**config.mk**
```make
export PLATFORM = sky130hd
export DESIGN_NAME = lpm_ctrl
export DESIGN_NICKNAME = d
export VERILOG_FILES = /design/src/rtl/lpm_pkg.sv /design/src/rtl/lpm_fsm.sv /design/src/rtl/lpm_datapath.sv /design/src/rtl/lpm_ctrl.sv
export SDC_FILE = /design/constraint.sdc
export NUM_CORES = 1
export LEC_CHECK = 0
export BUFFER_PORTS_ARGS = -buffer_cell sky130_fd_sc_hd__buf_2
export CAP_MARGIN = 20
export CORE_MARGIN = 2
export CORE_UTILIZATION = 45
export CTS_BUF_LIST = sky130_fd_sc_hd__clkbuf_2
export CTS_CLUSTER_SIZE = 30
export DETAILED_ROUTE_END_ITERATION = 7
export PLACE_DENSITY = 0.65
export SYNTH_ARGS = -nofsm -noshare
export SYNTH_HDL_FRONTEND = slang
export SYNTH_HIERARCHICAL = 1
export SYNTH_SLANG_ARGS = --single-unit
```
**constraint.sdc**
```tcl
create_clock -name clk -period 5.3 [get_ports clk]
set_input_delay 0.795 -clock clk [delete_from_list [all_inputs] [get_ports clk]]
set_output_delay 0.795 -clock clk [all_outputs]
set_load 0.05 [all_outputs]
```
**src/rtl/lpm_pkg.sv**
```systemverilog
package lpm_pkg;

  typedef enum logic [1:0] {
    MODE_ACTIVE = 2'd0,
    MODE_DOZE   = 2'd1,
    MODE_DEEP   = 2'd2,
    MODE_OFF    = 2'd3
  } mode_e;

  typedef enum logic [3:0] {
    S_ACTIVE,
    S_DOZE,
    S_EN_SAVE,
    S_EN_WAIT,
    S_EN_ISO,
    S_DEEP,
    S_EX_SETTLE,
    S_EX_WAIT,
    S_EX_UNISO,
    S_OFF
  } state_e;

  // Strobes from control to datapath, each valid for one cycle.
  typedef struct packed {
    logic clkOff;
    logic clkOn;
    logic anaOff;
    logic anaOn;
    logic linOff;
    logic linOn;
    logic coreOff;
    logic coreOn;
    logic isoOn;
    logic isoOff;
    logic regOff;
    logic regOn;
    logic save;
    logic restore;
    logic loadSettle;
  } ctl_t;

  localparam int NUM_EN = 6;
  localparam int EN_CLK  = 0;
  localparam int EN_ANA  = 1;
  localparam int EN_LIN  = 2;
  localparam int EN_CORE = 3;
  localparam int EN_ISO  = 4;
  localparam int EN_REG  = 5;

endpackage

```
**src/rtl/lpm_fsm.sv**
```systemverilog
module lpm_fsm
  import lpm_pkg::*;
(
  input  logic       clk,
  input  logic       rstN,
  input  logic       reqValid,
  input  logic [1:0] reqMode,
  input  logic       wakeTimer,
  input  logic       wakeIrq,
  input  logic       wakeHost,
  input  logic       extEnable,
  input  logic       saveDone,
  input  logic       restoreDone,
  input  logic       settleDone,
  output ctl_t       ctl,
  output logic [1:0] modeStatus
);

  state_e state, nxt;
  logic   wakeAny;
  logic   wakePend;
  logic   inEntry;
  logic   abortReq;

  assign wakeAny  = wakeTimer | wakeIrq | wakeHost;
  assign inEntry  = (state == S_EN_SAVE) || (state == S_EN_WAIT) || (state == S_EN_ISO);
  assign abortReq = wakeAny | wakePend;

  always_comb begin
    nxt = state;
    ctl = '0;
    unique case (state)
      S_ACTIVE: begin
        if (reqValid) begin
          case (mode_e'(reqMode))
            MODE_DOZE: begin
              ctl.clkOff = 1'b1; ctl.anaOff = 1'b1; ctl.linOff = 1'b1;
              nxt = S_DOZE;
            end
            MODE_DEEP: begin
              ctl.clkOff = 1'b1; ctl.anaOff = 1'b1; ctl.linOff = 1'b1;
              nxt = S_EN_SAVE;
            end
            MODE_OFF: begin
              ctl.clkOff = 1'b1; ctl.anaOff = 1'b1; ctl.linOff = 1'b1;
              ctl.coreOff = 1'b1; ctl.regOff = 1'b1;
              nxt = S_OFF;
            end
            default: ;
          endcase
        end
      end
      S_DOZE: begin
        if (wakeAny) begin
          ctl.clkOn = 1'b1; ctl.anaOn = 1'b1; ctl.linOn = 1'b1;
          nxt = S_ACTIVE;
        end
      end
      S_EN_SAVE: begin
        if (abortReq) begin
          ctl.clkOn = 1'b1; ctl.anaOn = 1'b1; ctl.linOn = 1'b1;
          nxt = S_ACTIVE;
        end else begin
          ctl.save = 1'b1;
          nxt = S_EN_WAIT;
        end
      end
      S_EN_WAIT: begin
        if (saveDone) begin
          if (abortReq) begin
            ctl.clkOn = 1'b1; ctl.anaOn = 1'b1; ctl.linOn = 1'b1;
            nxt = S_ACTIVE;
          end else begin
            ctl.isoOn = 1'b1;
            nxt = S_EN_ISO;
          end
        end
      end
      S_EN_ISO: begin
        if (abortReq) begin
          ctl.isoOff = 1'b1;
          ctl.clkOn = 1'b1; ctl.anaOn = 1'b1; ctl.linOn = 1'b1;
          nxt = S_ACTIVE;
        end else begin
          ctl.coreOff = 1'b1;
          nxt = S_DEEP;
        end
      end
      S_DEEP: begin
        if (wakeAny) begin
          ctl.coreOn = 1'b1; ctl.loadSettle = 1'b1;
          nxt = S_EX_SETTLE;
        end
      end
      S_EX_SETTLE: begin
        if (settleDone) begin
          ctl.restore = 1'b1;
          nxt = S_EX_WAIT;
        end
      end
      S_EX_WAIT: begin
        if (restoreDone) begin
          ctl.isoOff = 1'b1;
          nxt = S_EX_UNISO;
        end
      end
      S_EX_UNISO: begin
        ctl.clkOn = 1'b1; ctl.anaOn = 1'b1; ctl.linOn = 1'b1;
        nxt = S_ACTIVE;
      end
      S_OFF: begin
        if (extEnable) begin
          ctl.regOn = 1'b1; ctl.coreOn = 1'b1;
          ctl.clkOn = 1'b1; ctl.anaOn = 1'b1; ctl.linOn = 1'b1;
          nxt = S_ACTIVE;
        end
      end
      default: nxt = S_ACTIVE;
    endcase
  end

  always_ff @(posedge clk or negedge rstN) begin
    if (!rstN) begin
      state    <= S_ACTIVE;
      wakePend <= 1'b0;
    end else begin
      state    <= nxt;
      wakePend <= (inEntry && nxt != S_ACTIVE) ? (wakePend | wakeAny) : 1'b0;
    end
  end

  always_comb begin
    unique case (state)
      S_ACTIVE: modeStatus = MODE_ACTIVE;
      S_DOZE:   modeStatus = MODE_DOZE;
      S_OFF:    modeStatus = MODE_OFF;
      default:  modeStatus = MODE_DEEP;
    endcase
  end

endmodule

```
**src/rtl/lpm_datapath.sv**
```systemverilog
module lpm_datapath
  import lpm_pkg::*;
#(
  parameter int SETTLE_W = 8
) (
  input  logic                clk,
  input  logic                rstN,
  input  ctl_t                ctl,
  input  logic [SETTLE_W-1:0] settleCount,
  output logic                settleDone,
  output logic [NUM_EN-1:0]   enables,
  output logic                saveStrobe,
  output logic                restoreStrobe
);

  localparam logic [NUM_EN-1:0] EN_RESET = ~(NUM_EN'(1) << EN_ISO);

  logic [NUM_EN-1:0]   setV, clrV;
  logic [SETTLE_W-1:0] settleCnt;

  always_comb begin
    setV = '0;
    clrV = '0;
    setV[EN_CLK]  = ctl.clkOn;   clrV[EN_CLK]  = ctl.clkOff;
    setV[EN_ANA]  = ctl.anaOn;   clrV[EN_ANA]  = ctl.anaOff;
    setV[EN_LIN]  = ctl.linOn;   clrV[EN_LIN]  = ctl.linOff;
    setV[EN_CORE] = ctl.coreOn;  clrV[EN_CORE] = ctl.coreOff;
    setV[EN_ISO]  = ctl.isoOn;   clrV[EN_ISO]  = ctl.isoOff;
    setV[EN_REG]  = ctl.regOn;   clrV[EN_REG]  = ctl.regOff;
  end

  for (genvar i = 0; i < NUM_EN; i++) begin : g_en
    always_ff @(posedge clk or negedge rstN) begin
      if (!rstN)        enables[i] <= EN_RESET[i];
      else if (clrV[i]) enables[i] <= 1'b0;
      else if (setV[i]) enables[i] <= 1'b1;
    end
  end

  always_ff @(posedge clk or negedge rstN) begin
    if (!rstN) begin
      settleCnt     <= '0;
      saveStrobe    <= 1'b0;
      restoreStrobe <= 1'b0;
    end else begin
      saveStrobe    <= ctl.save;
      restoreStrobe <= ctl.restore;
      if (ctl.loadSettle)       settleCnt <= settleCount;
      else if (settleCnt != '0) settleCnt <= settleCnt - 1'b1;
    end
  end

  assign settleDone = (settleCnt == '0);

endmodule

```
**src/rtl/lpm_ctrl.sv**
```systemverilog
module lpm_ctrl
  import lpm_pkg::*;
#(
  parameter int SETTLE_W = 8
) (
  input  logic                clk,
  input  logic                rstN,
  input  logic                reqValid,
  input  logic [1:0]          reqMode,
  input  logic                wakeTimer,
  input  logic                wakeIrq,
  input  logic                wakeHost,
  input  logic                extEnable,
  input  logic                saveDone,
  input  logic                restoreDone,
  input  logic [SETTLE_W-1:0] settleCount,
  output logic                mainClkEn,
  output logic                analogPwrEn,
  output logic                linRegEn,
  output logic                corePwrEn,
  output logic                coreIsoEn,
  output logic                regEn,
  output logic                saveStrobe,
  output logic                restoreStrobe,
  output logic [1:0]          modeStatus
);

  ctl_t              ctl;
  logic              settleDone;
  logic [NUM_EN-1:0] enables;

  lpm_fsm u_fsm (
    .clk(clk), .rstN(rstN), .reqValid(reqValid), .reqMode(reqMode),
    .wakeTimer(wakeTimer), .wakeIrq(wakeIrq), .wakeHost(wakeHost),
    .extEnable(extEnable), .saveDone(saveDone), .restoreDone(restoreDone),
    .settleDone(settleDone), .ctl(ctl), .modeStatus(modeStatus)
  );

  lpm_datapath #(.SETTLE_W(SETTLE_W)) u_dp (
    .clk(clk), .rstN(rstN), .ctl(ctl), .settleCount(settleCount),
    .settleDone(settleDone), .enables(enables),
    .saveStrobe(saveStrobe), .restoreStrobe(restoreStrobe)
  );

  assign mainClkEn   = enables[EN_CLK];
  assign analogPwrEn = enables[EN_ANA];
  assign linRegEn    = enables[EN_LIN];
  assign corePwrEn   = enables[EN_CORE];
  assign coreIsoEn   = enables[EN_ISO];
  assign regEn       = enables[EN_REG];

endmodule

```
==> results by group <==
Logic synthesis
  – Async SR Flop Fraction: 100%
  – Syn avg cell area: 8.63 um^2
  – Post-synth top area share: 29.9%
  – Mapped Nets: 175
  – Dominant cells by area after synthesis: dfrtp_1 30%, dfstp_2 9.8%, nor2_1 6.7%
  – Synth Cell Area: 0.00134 mm^2
  – Top FF cell, synth: dfrtp_1
  – Post-synth cell types: 45
  – Synth warn: 6
  – Biggest area consumer among synthesized cells: dfrtp_1
  – Sequential share of the synthesized area: 39.8%
  – Post-synth EDFFs: 0
  – Number of synthesized register bits: 21
  – Synth Instances: 155

Finish
  – Layout cell share with drive strength beyond 1: 27.3%
  – Final net count: 197
  – Area Growth Syn to Fin: 10.3%
  – N_diodes: 0
  – Fill cells: 262

Timing
  – Max Fclk: 427 MHz
  – Tmin final: 2.34 ns
  – Worst Max-Slew Pin Slew: 0.664 ns
  – RSZ-0062 raised after global routing: no
  – Final hold violation count: 0
  – Relative slew margins: 55.7%
  – Final Max Tran Viols: 0
  – Final worst-path cycle share: 44.2%
  – # setup viols final: 0
  – TNS Setup: 0 ns
  – Worst Hold Slack: 0.398 ns
  – Setup Skew: 0.00831 ns

Worst setup path
  – CP peak stage delay: 0.58 ns
  – CP delay by family, top: flip-flops
  – Crit end category: output port
  – CP Max Fanout: 16
  – Worst Path Required: 4.51 ns
  – CP bufs+invs: 1
  – R2R cell count: 5
  – Crit path cell chain: nand2b_1 -> nor2_1 -> buf_2
  – CP Data Arrival Time: 1.54 ns
  – CP Launch Type: flip-flop
  – Crit-path slowest cell: dfrtp_1
  – Critical setup path kind: reg -> out
  – WP depth: 3
  – Slack of the worst reg-to-reg path: 3.01 ns

CTS
  – Longest Clk Path Bufs: 2
  – Worst-skew pair later-pin latency: 0.31 ns
  – CTS root buffer: clkbuf_2
  – TritonCTS clock tree: done
  – Setup bufs post-CTS: 0
  – Sink Count: 21
  – Post-CTS sizing: 0
  – CTS H-tree lvls: 1
  – Clock Pin Slew Worst Setup and Hold Paths: 0.20 ns
  – TritonCTS Buffers: 3
  – Hold buffers post-CTS: 0

Floorplanning
  – IO Pins: 29
  – Die ar.: 0.00342 mm^2
  – Die height: 58.5 um
  – Number of core rows: 19
  – Die width: 58.5 um
  – Core area: 0.00278 mm^2
  – Starting density of the core: 48.1%

Status
  – Status: completed

Power
  – Final Power: 0.766 mW
  – Switching pwr: 0.380 mW
  – Switch share: 49.6%
  – Combinational Power Share: 49.7%
  – Clk pwr share: 8.8%
  – Maximum VDD drop: 0.325 mV
  – Sequential share of power: 41.5%
  – Leak: 0.686 nW
  – Internal power: 0.386 mW
  – PD cells: 519 mW/mm^2

GRT
  – GRT overflow: 0
  – Largest net degree at the start of global routing: 23
  – First-pass GRT wire length: 5020 um
  – Antenna violations before repair: 0
  – GRT Total Usage: 18.8%
  – Vias in the first global route: 1168

Routing
  – Antenna Nets Post-Route: 0
  – Vias: 1209
  – TritonRoute pass-1 iters: 4
  – Number of vias per cell: 5.84
  – Initial DRC count: 54
  – Number of remaining DRC errors: 0
  – Avg WL per Cell: 14.0 um
  – WL final: 2910 um

Placement
  – Hpwl dp: 2160 um
  – Port Buffers: 28
  – Gpl congestion: 0.814

Hold path
  – Worst hold path type: in -> async

Job
  – Max cap viols: 0
cells in the final DEF, fill, tap and decap left out, drive strengths merged, types with 2 or more instances in the layout:
| cell | Yosys | routed |
|---|---|---|
| nor3b | 5 | 5 |
| nand2b | 2 | 2 |
| buf | 8 | 28 |
| nand2 | 12 | 12 |
| o311ai | 2 | 2 |
| nor4 | 2 | 2 |
| nor2b | 2 | 2 |
| nor2 | 25 | 25 |
| clkbuf | 3 | 4 |
| dfrtp | 16 | 16 |
| a31oi | 3 | 3 |
| a311o | 2 | 2 |
| a21oi | 7 | 7 |
| or4 | 2 | 2 |
| xnor2 | 2 | 2 |
| o21ai | 5 | 5 |
| and3 | 2 | 2 |
| a21boi | 2 | 2 |
| inv | 12 | 12 |
| nor3 | 8 | 8 |
| dfstp | 5 | 5 |
| or3 | 4 | 4 |
| nand4 | 3 | 3 |
| nand3 | 3 | 3 |
| o31ai | 4 | 4 |
| and4b | 2 | 2 |
cell families (layout without fill, tap and decap cells):
group           Yosys count  after routing  share of synthesized area, %
compound gates           31             31                          16.3
xor+xnor                  2              2                          1.31
fa+ha+maj                 1              1                         0.935
buf+inv                  23             44                          7.95
flops                    21             21                          39.8
simple gates             77             77                          33.8
area by class of cell:
| type | instances | area [um^2] | share of cell area (%) |
|---|---|---|---|
| Multi-Input combinational cell | 111 | 699 | 47.4 |
| Sequential cell | 21 | 532 | 36.0 |
| Inverter | 12 | 45.0 | 3.05 |
| Tap cell | 31 | 38.8 | 2.63 |
| Clock buffer | 4 | 20.0 | 1.36 |
| Timing Repair Buffer | 28 | 140 | 9.50 |
cell usage after synthesis (3+ instances only):
master,count
nor2_1,24
dfrtp_1,16
nand2_1,12
inv_1,11
a21oi_1,7
nor3_1,6
dfstp_2,5
nor3b_1,5
buf_2,4
buf_4,4
o21ai_0,4
o31ai_1,4
a31oi_1,3
clkbuf_1,3
nand3_1,3
nand4_1,3
or3_1,3
registers in the layout (all words and copies together) (netlist names):
name / flops
u_dp/enables: 6
u_dp/restoreStrobe: 1
u_dp/saveStrobe: 1
u_dp/settleCnt: 8
u_fsm/state: 4
u_fsm/wakePend: 1
worst reg2reg max path, delay by kind of cell, from the launching register on:
kind | cells | cell delay, ns
compound gates | 1 | 0.28
flops | 1 | 0.57
simple gates | 4 | 1.39
through the flow:
step           setup WS [ns]  utilization, %  instance area (um^2)  std cells
3_5_place_dp            2.85            52.3                  1460        203
6_report                2.96            53.0                  1480        207
5_1_grt                 2.73            53.0                  1480        207
4_1_cts                 2.95            53.0                  1480        207
2_1_floorplan           3.16               -                  1340        155
3_3_place_gp            2.89            52.3                  1460        203
per-layer routing:
metal	part of all wire, %	GRT usage [%]	vias up
met2	47	31.3	41
met4	0.83	5.32	0
met3	6.2	3.96	2
li1	-	-	593
met5	0	0	-
met1	46	24.6	573
path summary, 6_finish.rpt:
check	startpoint	endpoint
min reg2reg	u_dp/enables[0]	u_dp/enables[0]
min	rstN	u_dp/restoreStrobe
max reg2reg	u_fsm/state[2]	u_dp/settleCnt[5]
max in group asynchronous	rstN	u_dp/enables[3]
max	u_fsm/state[1]	modeStatus[0]
min in group clk	u_dp/enables[0]	u_dp/enables[0]
power by group through the flow:
stage               clock network [mW]  logic [mW]  registers [mW]
finish                          0.0676       0.380           0.318
global placement                     0       0.371           0.317
floorplan                            0       0.264           0.368
global route                    0.0779       0.420           0.330
CTS                             0.0716       0.380           0.317
detailed placement                   0       0.378           0.320
(Power assumes the default switching activity.)
